File: config.mk
export PLATFORM = sky130hd
export DESIGN_NAME = flash_ws_ctrl
export DESIGN_NICKNAME = d
export VERILOG_FILES = /design/src/rtl/flash_ws_pkg.sv /design/src/rtl/flash_ws_regs.sv /design/src/rtl/flash_ws_rd.sv /design/src/rtl/flash_ws_ctrl.sv
export SDC_FILE = /design/constraint.sdc
export NUM_CORES = 1
export LEC_CHECK = 0
export ABC_AREA = 1
export BUFFER_PORTS_ARGS = -buffer_cell sky130_fd_sc_hd__buf_2
export CAP_MARGIN = 20
export CORE_ASPECT_RATIO = 0.9
export CORE_MARGIN = 3
export CORE_UTILIZATION = 30
export CTS_CLUSTER_DIAMETER = 60
export DETAILED_ROUTE_END_ITERATION = 7
export PLACE_DENSITY = 0.79
export SYNTH_ARGS = -nofsm -noshare
export SYNTH_HDL_FRONTEND = slang
export SYNTH_SLANG_ARGS = --single-unit
File: constraint.sdc
create_clock -name clk_i -period 1 [get_ports clk_i]
set_input_delay 0.2 -clock clk_i [delete_from_list [all_inputs] [get_ports clk_i]]
set_output_delay 0.2 -clock clk_i [all_outputs]
set_load 0.01 [all_outputs]
File: src/rtl/flash_ws_pkg.sv
package flash_ws_pkg;
  localparam int unsigned REG_AW = 2;
  localparam int unsigned WS_W   = 2;

  localparam logic [REG_AW-1:0] ADDR_CFG  = 2'd0;
  localparam logic [REG_AW-1:0] ADDR_STAT = 2'd1;
  localparam logic [REG_AW-1:0] ADDR_DIV  = 2'd2;

  localparam logic [WS_W-1:0] WS_RESET = '1;

  typedef enum logic {
    RD_IDLE,
    RD_WAIT
  } rd_state_e;
endpackage

File: src/rtl/flash_ws_regs.sv
module flash_ws_regs
  import flash_ws_pkg::*;
#(
  parameter int unsigned DIV_W = 7,
  localparam int unsigned REG_DW = DIV_W + 1
) (
  input  logic                  clk_i,
  input  logic                  rst_ni,
  input  logic [REG_AW-1:0]     reg_addr_i,
  input  logic                  reg_we_i,
  input  logic [REG_DW-1:0]     reg_wdata_i,
  output logic [REG_DW-1:0]     reg_rdata_o,
  input  logic                  rd_busy_i,
  output logic [WS_W-1:0]       ws_eff_o,
  output logic [DIV_W-1:0]      div_o
);
  logic [WS_W-1:0]  ws_req_q, ws_eff_q;
  logic             pend_q;
  logic [DIV_W-1:0] div_q;
  logic             lock_q;
  logic             cfg_we, div_we, ack;

  assign cfg_we = reg_we_i && (reg_addr_i == ADDR_CFG);
  assign div_we = reg_we_i && (reg_addr_i == ADDR_DIV);
  assign ack    = !pend_q;

  // new setting waits for a read-free edge; a fresh write restarts the wait
  always_ff @(posedge clk_i or negedge rst_ni) begin
    if (!rst_ni) begin
      ws_req_q <= WS_RESET;
      ws_eff_q <= WS_RESET;
      pend_q   <= 1'b0;
    end else if (cfg_we) begin
      ws_req_q <= reg_wdata_i[WS_W-1:0];
      pend_q   <= 1'b1;
    end else if (pend_q && !rd_busy_i) begin
      ws_eff_q <= ws_req_q;
      pend_q   <= 1'b0;
    end
  end

  always_ff @(posedge clk_i or negedge rst_ni) begin
    if (!rst_ni) begin
      div_q  <= '0;
      lock_q <= 1'b0;
    end else if (div_we && !lock_q) begin
      div_q  <= reg_wdata_i[DIV_W-1:0];
      lock_q <= reg_wdata_i[DIV_W];
    end
  end

  always_comb begin
    reg_rdata_o = '0;
    case (reg_addr_i)
      ADDR_CFG:  reg_rdata_o[WS_W-1:0] = ws_req_q;
      ADDR_STAT: reg_rdata_o[0]        = ack;
      ADDR_DIV:  reg_rdata_o           = {lock_q, div_q};
      default:   reg_rdata_o           = '0;
    endcase
  end

  assign ws_eff_o = ws_eff_q;
  assign div_o    = div_q;

  assert_ack_clear_R4: assert property (@(posedge clk_i) disable iff (!rst_ni)
    cfg_we |=> !ack);
  assert_lock_sticky_R8: assert property (@(posedge clk_i) disable iff (!rst_ni)
    lock_q |=> lock_q);
  assert_div_frozen_R8: assert property (@(posedge clk_i) disable iff (!rst_ni)
    lock_q |=> $stable(div_q));
endmodule

File: src/rtl/flash_ws_rd.sv
module flash_ws_rd
  import flash_ws_pkg::*;
(
  input  logic clk_i,
  input  logic rst_ni,
  input  logic valid_i,
  input  logic ws_on_i,
  output logic ready_o,
  output logic busy_o
);
  rd_state_e state_q, state_d;

  always_comb begin
    state_d = state_q;
    case (state_q)
      RD_IDLE: if (valid_i && ws_on_i) state_d = RD_WAIT;
      RD_WAIT: state_d = RD_IDLE;
      default: state_d = RD_IDLE;
    endcase
  end

  always_ff @(posedge clk_i or negedge rst_ni) begin
    if (!rst_ni) state_q <= RD_IDLE;
    else         state_q <= state_d;
  end

  assign ready_o = (state_q == RD_WAIT) || (valid_i && !ws_on_i);
  assign busy_o  = (state_q == RD_WAIT);

  assert_wait_ends_R2: assert property (@(posedge clk_i) disable iff (!rst_ni)
    (state_q == RD_WAIT) |=> (state_q == RD_IDLE));
  assert_ws_stall_R2: assert property (@(posedge clk_i) disable iff (!rst_ni)
    (valid_i && ready_o && ws_on_i) |-> $past(valid_i));
endmodule

File: src/rtl/flash_ws_ctrl.sv
module flash_ws_ctrl
  import flash_ws_pkg::*;
#(
  parameter int unsigned ADDR_W = 16,
  parameter int unsigned DATA_W = 32,
  parameter int unsigned DIV_W  = 7
) (
  input  logic              clk_i,
  input  logic              rst_ni,
  input  logic              cpu_valid_i,
  input  logic [ADDR_W-1:0] cpu_addr_i,
  output logic              cpu_ready_o,
  output logic [DATA_W-1:0] cpu_rdata_o,
  output logic [ADDR_W-1:0] arr_addr_o,
  input  logic [DATA_W-1:0] arr_rdata_i,
  input  logic [REG_AW-1:0] reg_addr_i,
  input  logic              reg_we_i,
  input  logic [DIV_W:0]    reg_wdata_i,
  output logic [DIV_W:0]    reg_rdata_o,
  output logic [DIV_W-1:0]  div_o
);
  logic [WS_W-1:0] ws_eff;
  logic            rd_busy;

  flash_ws_regs #(.DIV_W(DIV_W)) u_regs (
    .clk_i      (clk_i),
    .rst_ni     (rst_ni),
    .reg_addr_i (reg_addr_i),
    .reg_we_i   (reg_we_i),
    .reg_wdata_i(reg_wdata_i),
    .reg_rdata_o(reg_rdata_o),
    .rd_busy_i  (rd_busy),
    .ws_eff_o   (ws_eff),
    .div_o      (div_o)
  );

  flash_ws_rd u_rd (
    .clk_i  (clk_i),
    .rst_ni (rst_ni),
    .valid_i(cpu_valid_i),
    .ws_on_i(|ws_eff),
    .ready_o(cpu_ready_o),
    .busy_o (rd_busy)
  );

  assign arr_addr_o  = cpu_addr_i;
  assign cpu_rdata_o = cpu_ready_o ? arr_rdata_i : '0;

  assert_safe_apply_R5: assert property (@(posedge clk_i) disable iff (!rst_ni)
    (ws_eff != $past(ws_eff)) |-> !$past(rd_busy));
endmodule

==> impl_metrics.toml <==
[outcome]
status = "complete, but fails checks"
violations = "negative setup slack"

[critical_path]
path_class = "reg -> out"
critPathArrivalTime_ns = 1.34
crit-reg2reg-launch = "u_regs.lock_q"
cp-start-kind = "flop"
r2r-end = "u_regs.div_o[2]"
worst-path-max-fanout = 10
endpoint_kind = "primary output"
required_ns = 0.80
r2r_setup_slack_ns = -0.01
ff2ff_path_depth = 6

[logic_synthesis]
yosysSeqAreaShare = 0.305
synth_area_per_cell_um2 = 8.31
ys_ff_latch = 14
syn_area_mm2 = 0.00116
yosysTopAreaCell = "dfrtp_1"
yosysWarnings = 0
synth_cell_type_count = 19
synthCells = 140
synthesis.nets = 202
synth_area_leaders = "dfrtp_1 22%, a21boi_2 19%, buf_4 12%, nand2_1 9.7%, dfstp_2 9.0%"
yosys.area.top_type_share = 0.215

[global_route]
met1_usage = 0.150
grtUsageMet2 = 0.261
grt.total_usage = 0.138
grt_busiest_layer = "met2"
antenna_found_initial = 0
grt_pass1_wl_mm = 5.14
grt_max_degree = 22
first_global_vias = 1155
met3_usage = 0.0264
grt_overflow = 0

[floorplan]
die_area_mm2 = 0.00466
die_y_um = 65.1
io_pins = 126
die_x_um = 71.7
start_util = 0.327
row_count = 20
placeableCoreArea_mm2 = 0.00355

[sta]
hold_viol = 0
setup_viol = 44
max_slew.worst_pin.slew_ns = 0.311
slew_headroom = 0.793
rsz0062_at_grt = "true"
period_needed_ns = 1.54
period_share = 1.54
fmax_mhz = 649
tns_ns = -18.02
setup_ws_ns = -0.540
finalClockSkew_ns = 0.00216
slew_viol_final = 0

[worst_hold_path]
min_from = "reg_wdata_i[7]"
min_path_type = "in -> reg"
whs_endpoint = "u_regs.lock_q"
hold_depth = 3

[cells_and_area]
final_nets = 309
multi_input_area_um2 = 674
diodes = 0
regArea_um2 = 355
drive_gt1_frac = 0.760
final_cell_area_mm2 = 0.00197
layout_common_cells = "90 x buf_2, 31 x a21boi_2, 26 x buf_4, 20 x nand2_1, 11 x nand2_2"
syn2layout_area_growth_pct = 69.5
num-fill-cells = 320
layout_commonest_cell = "buf_2"

[clock_network]
cts_made_buffers = 3
clockBufferDepth = 2
clk_latency_ns = 0.25
cts_tree = "yes"
clkTransAtPathRegs_ns = 0.06
cts_root_buf = "clkbuf_8"
cts.sinks = 14
htreeDepth = 1

[drt]
drc = 0
wl_per_cell_um = 12.9
vias = 1326
ant_nets = 0
routed_wirelength_mm = 3.74
viasPerCell = 4.57
drt-initial-drc-count = 10
dr.pass1.iters = 4

[job]
drv_cap = 0

[placement]
port_buffers = 93
gp_congestion = 0.784
hpwl_mm = 2.74
dpl_cell_area_mm2 = 0.00170

[pwr]
power_density_mw_per_mm2 = 1870
p_leak_uw = 0.00110
finalPower_uw = 3680
ir_worst_vdd_v = 0.00104
==> registers in the layout (all words and copies together), names as in the netlist <==
register,count
u_regs.ws_eff_o,2
u_regs.pend_q,1
u_regs.ws_req_q,2
u_rd.busy_o,1
u_regs.div_o,7
u_regs.lock_q,1
==> worst max path at each step <==
stage / start / endpoint / slack [ns] / depth (start not counted)
2_1_floorplan: u_regs.ws_eff_o[1] / cpu_rdata_o[10] / -0.10 / 4
3_3_place_gp: u_regs.ws_eff_o[1] / cpu_rdata_o[6] / -0.27 / 5
6_report: u_regs.ws_eff_o[1] / cpu_rdata_o[9] / -0.54 / 5
5_1_grt: u_regs.ws_eff_o[1] / cpu_rdata_o[26] / -0.57 / 5
3_5_place_dp: u_regs.ws_eff_o[1] / cpu_rdata_o[23] / -0.30 / 5
4_1_cts: u_regs.ws_eff_o[1] / cpu_rdata_o[6] / -0.55 / 5
==> repair_timing <==
| item | 4_1_cts | 5_1_grt |
|---|---|---|
| pin swaps | 9 | 2 |
| buffers inserted | 5 | 8 |
| hold buffers | 1 | 0 |
| cloned | 0 | 1 |
| endpoints found under the hold margin | 10 | 0 |
| gates resized for setup | 7 | 21 |
| setup endpoints to repair | 42 | 57 |
==> metal layers <==
| layer | part of all wire | routed length (um) |
|---|---|---|
| met4 | 0.014 | 54 |
| met2 | 0.56 | 2090 |
| met1 | 0.36 | 1340 |
| met5 | 0 | 0 |
| met3 | 0.067 | 249 |
==> cell families (layout without fill, tap and decap cells) <==
family | Yosys count | after routing | share of synthesized area
AND/OR/NAND/NOR | 58 | 58 | 0.226
buffers and inverters | 35 | 141 | 0.194
AO/OA/AOI/OAI | 33 | 33 | 0.275
flip-flops | 14 | 14 | 0.305
==> power breakdown <==
part / leakage, uW / total, uW / switching, uW / internal, uW
Combinational: 0.000892 / 2370 / 1250 / 1110
Clock: 0.0000288 / 562 / 212 / 349
Sequential: 0.000175 / 751 / 68.7 / 682
Total: 0.00110 / 3680 / 1530 / 2140
==> cells in the mapped netlist, drive strengths merged <==
library cell,number
nand4,8
a21boi,32
buf,23
nand3,7
nor3b,1
nand2,32
o21ai,1
clkbuf,1
dfstp,4
nor2,10
inv,11
dfrtp,10
==> critical path: stages (launching register included) <==
cell and delay (ns):
dfstp_2 0.56, nor2_4 0.05, nand2_4 0.11, clkbuf_16 0.18
a21boi_2 0.05, buf_2 0.14
==> stage by stage <==
step	setup slack, ns	hold slack, ns	instances	utilization
2_1_floorplan	-0.100	-0.0956	140	-
3_3_place_gp	-0.271	0.106	272	0.480
3_5_place_dp	-0.295	0.108	272	0.480
4_1_cts	-0.546	0.172	282	0.515
5_1_grt	-0.575	0.195	290	0.555
6_report	-0.540	0.169	290	0.555
==> final cells by class <==
class                      instances  share of cell area
timing repair buffer             126               0.400
inverter                          11              0.0222
sequential                        14               0.180
tap                               44              0.0279
multi-input combinational         91               0.342
clock buffer                       4              0.0279
Power figures use the tool's default switching activity.
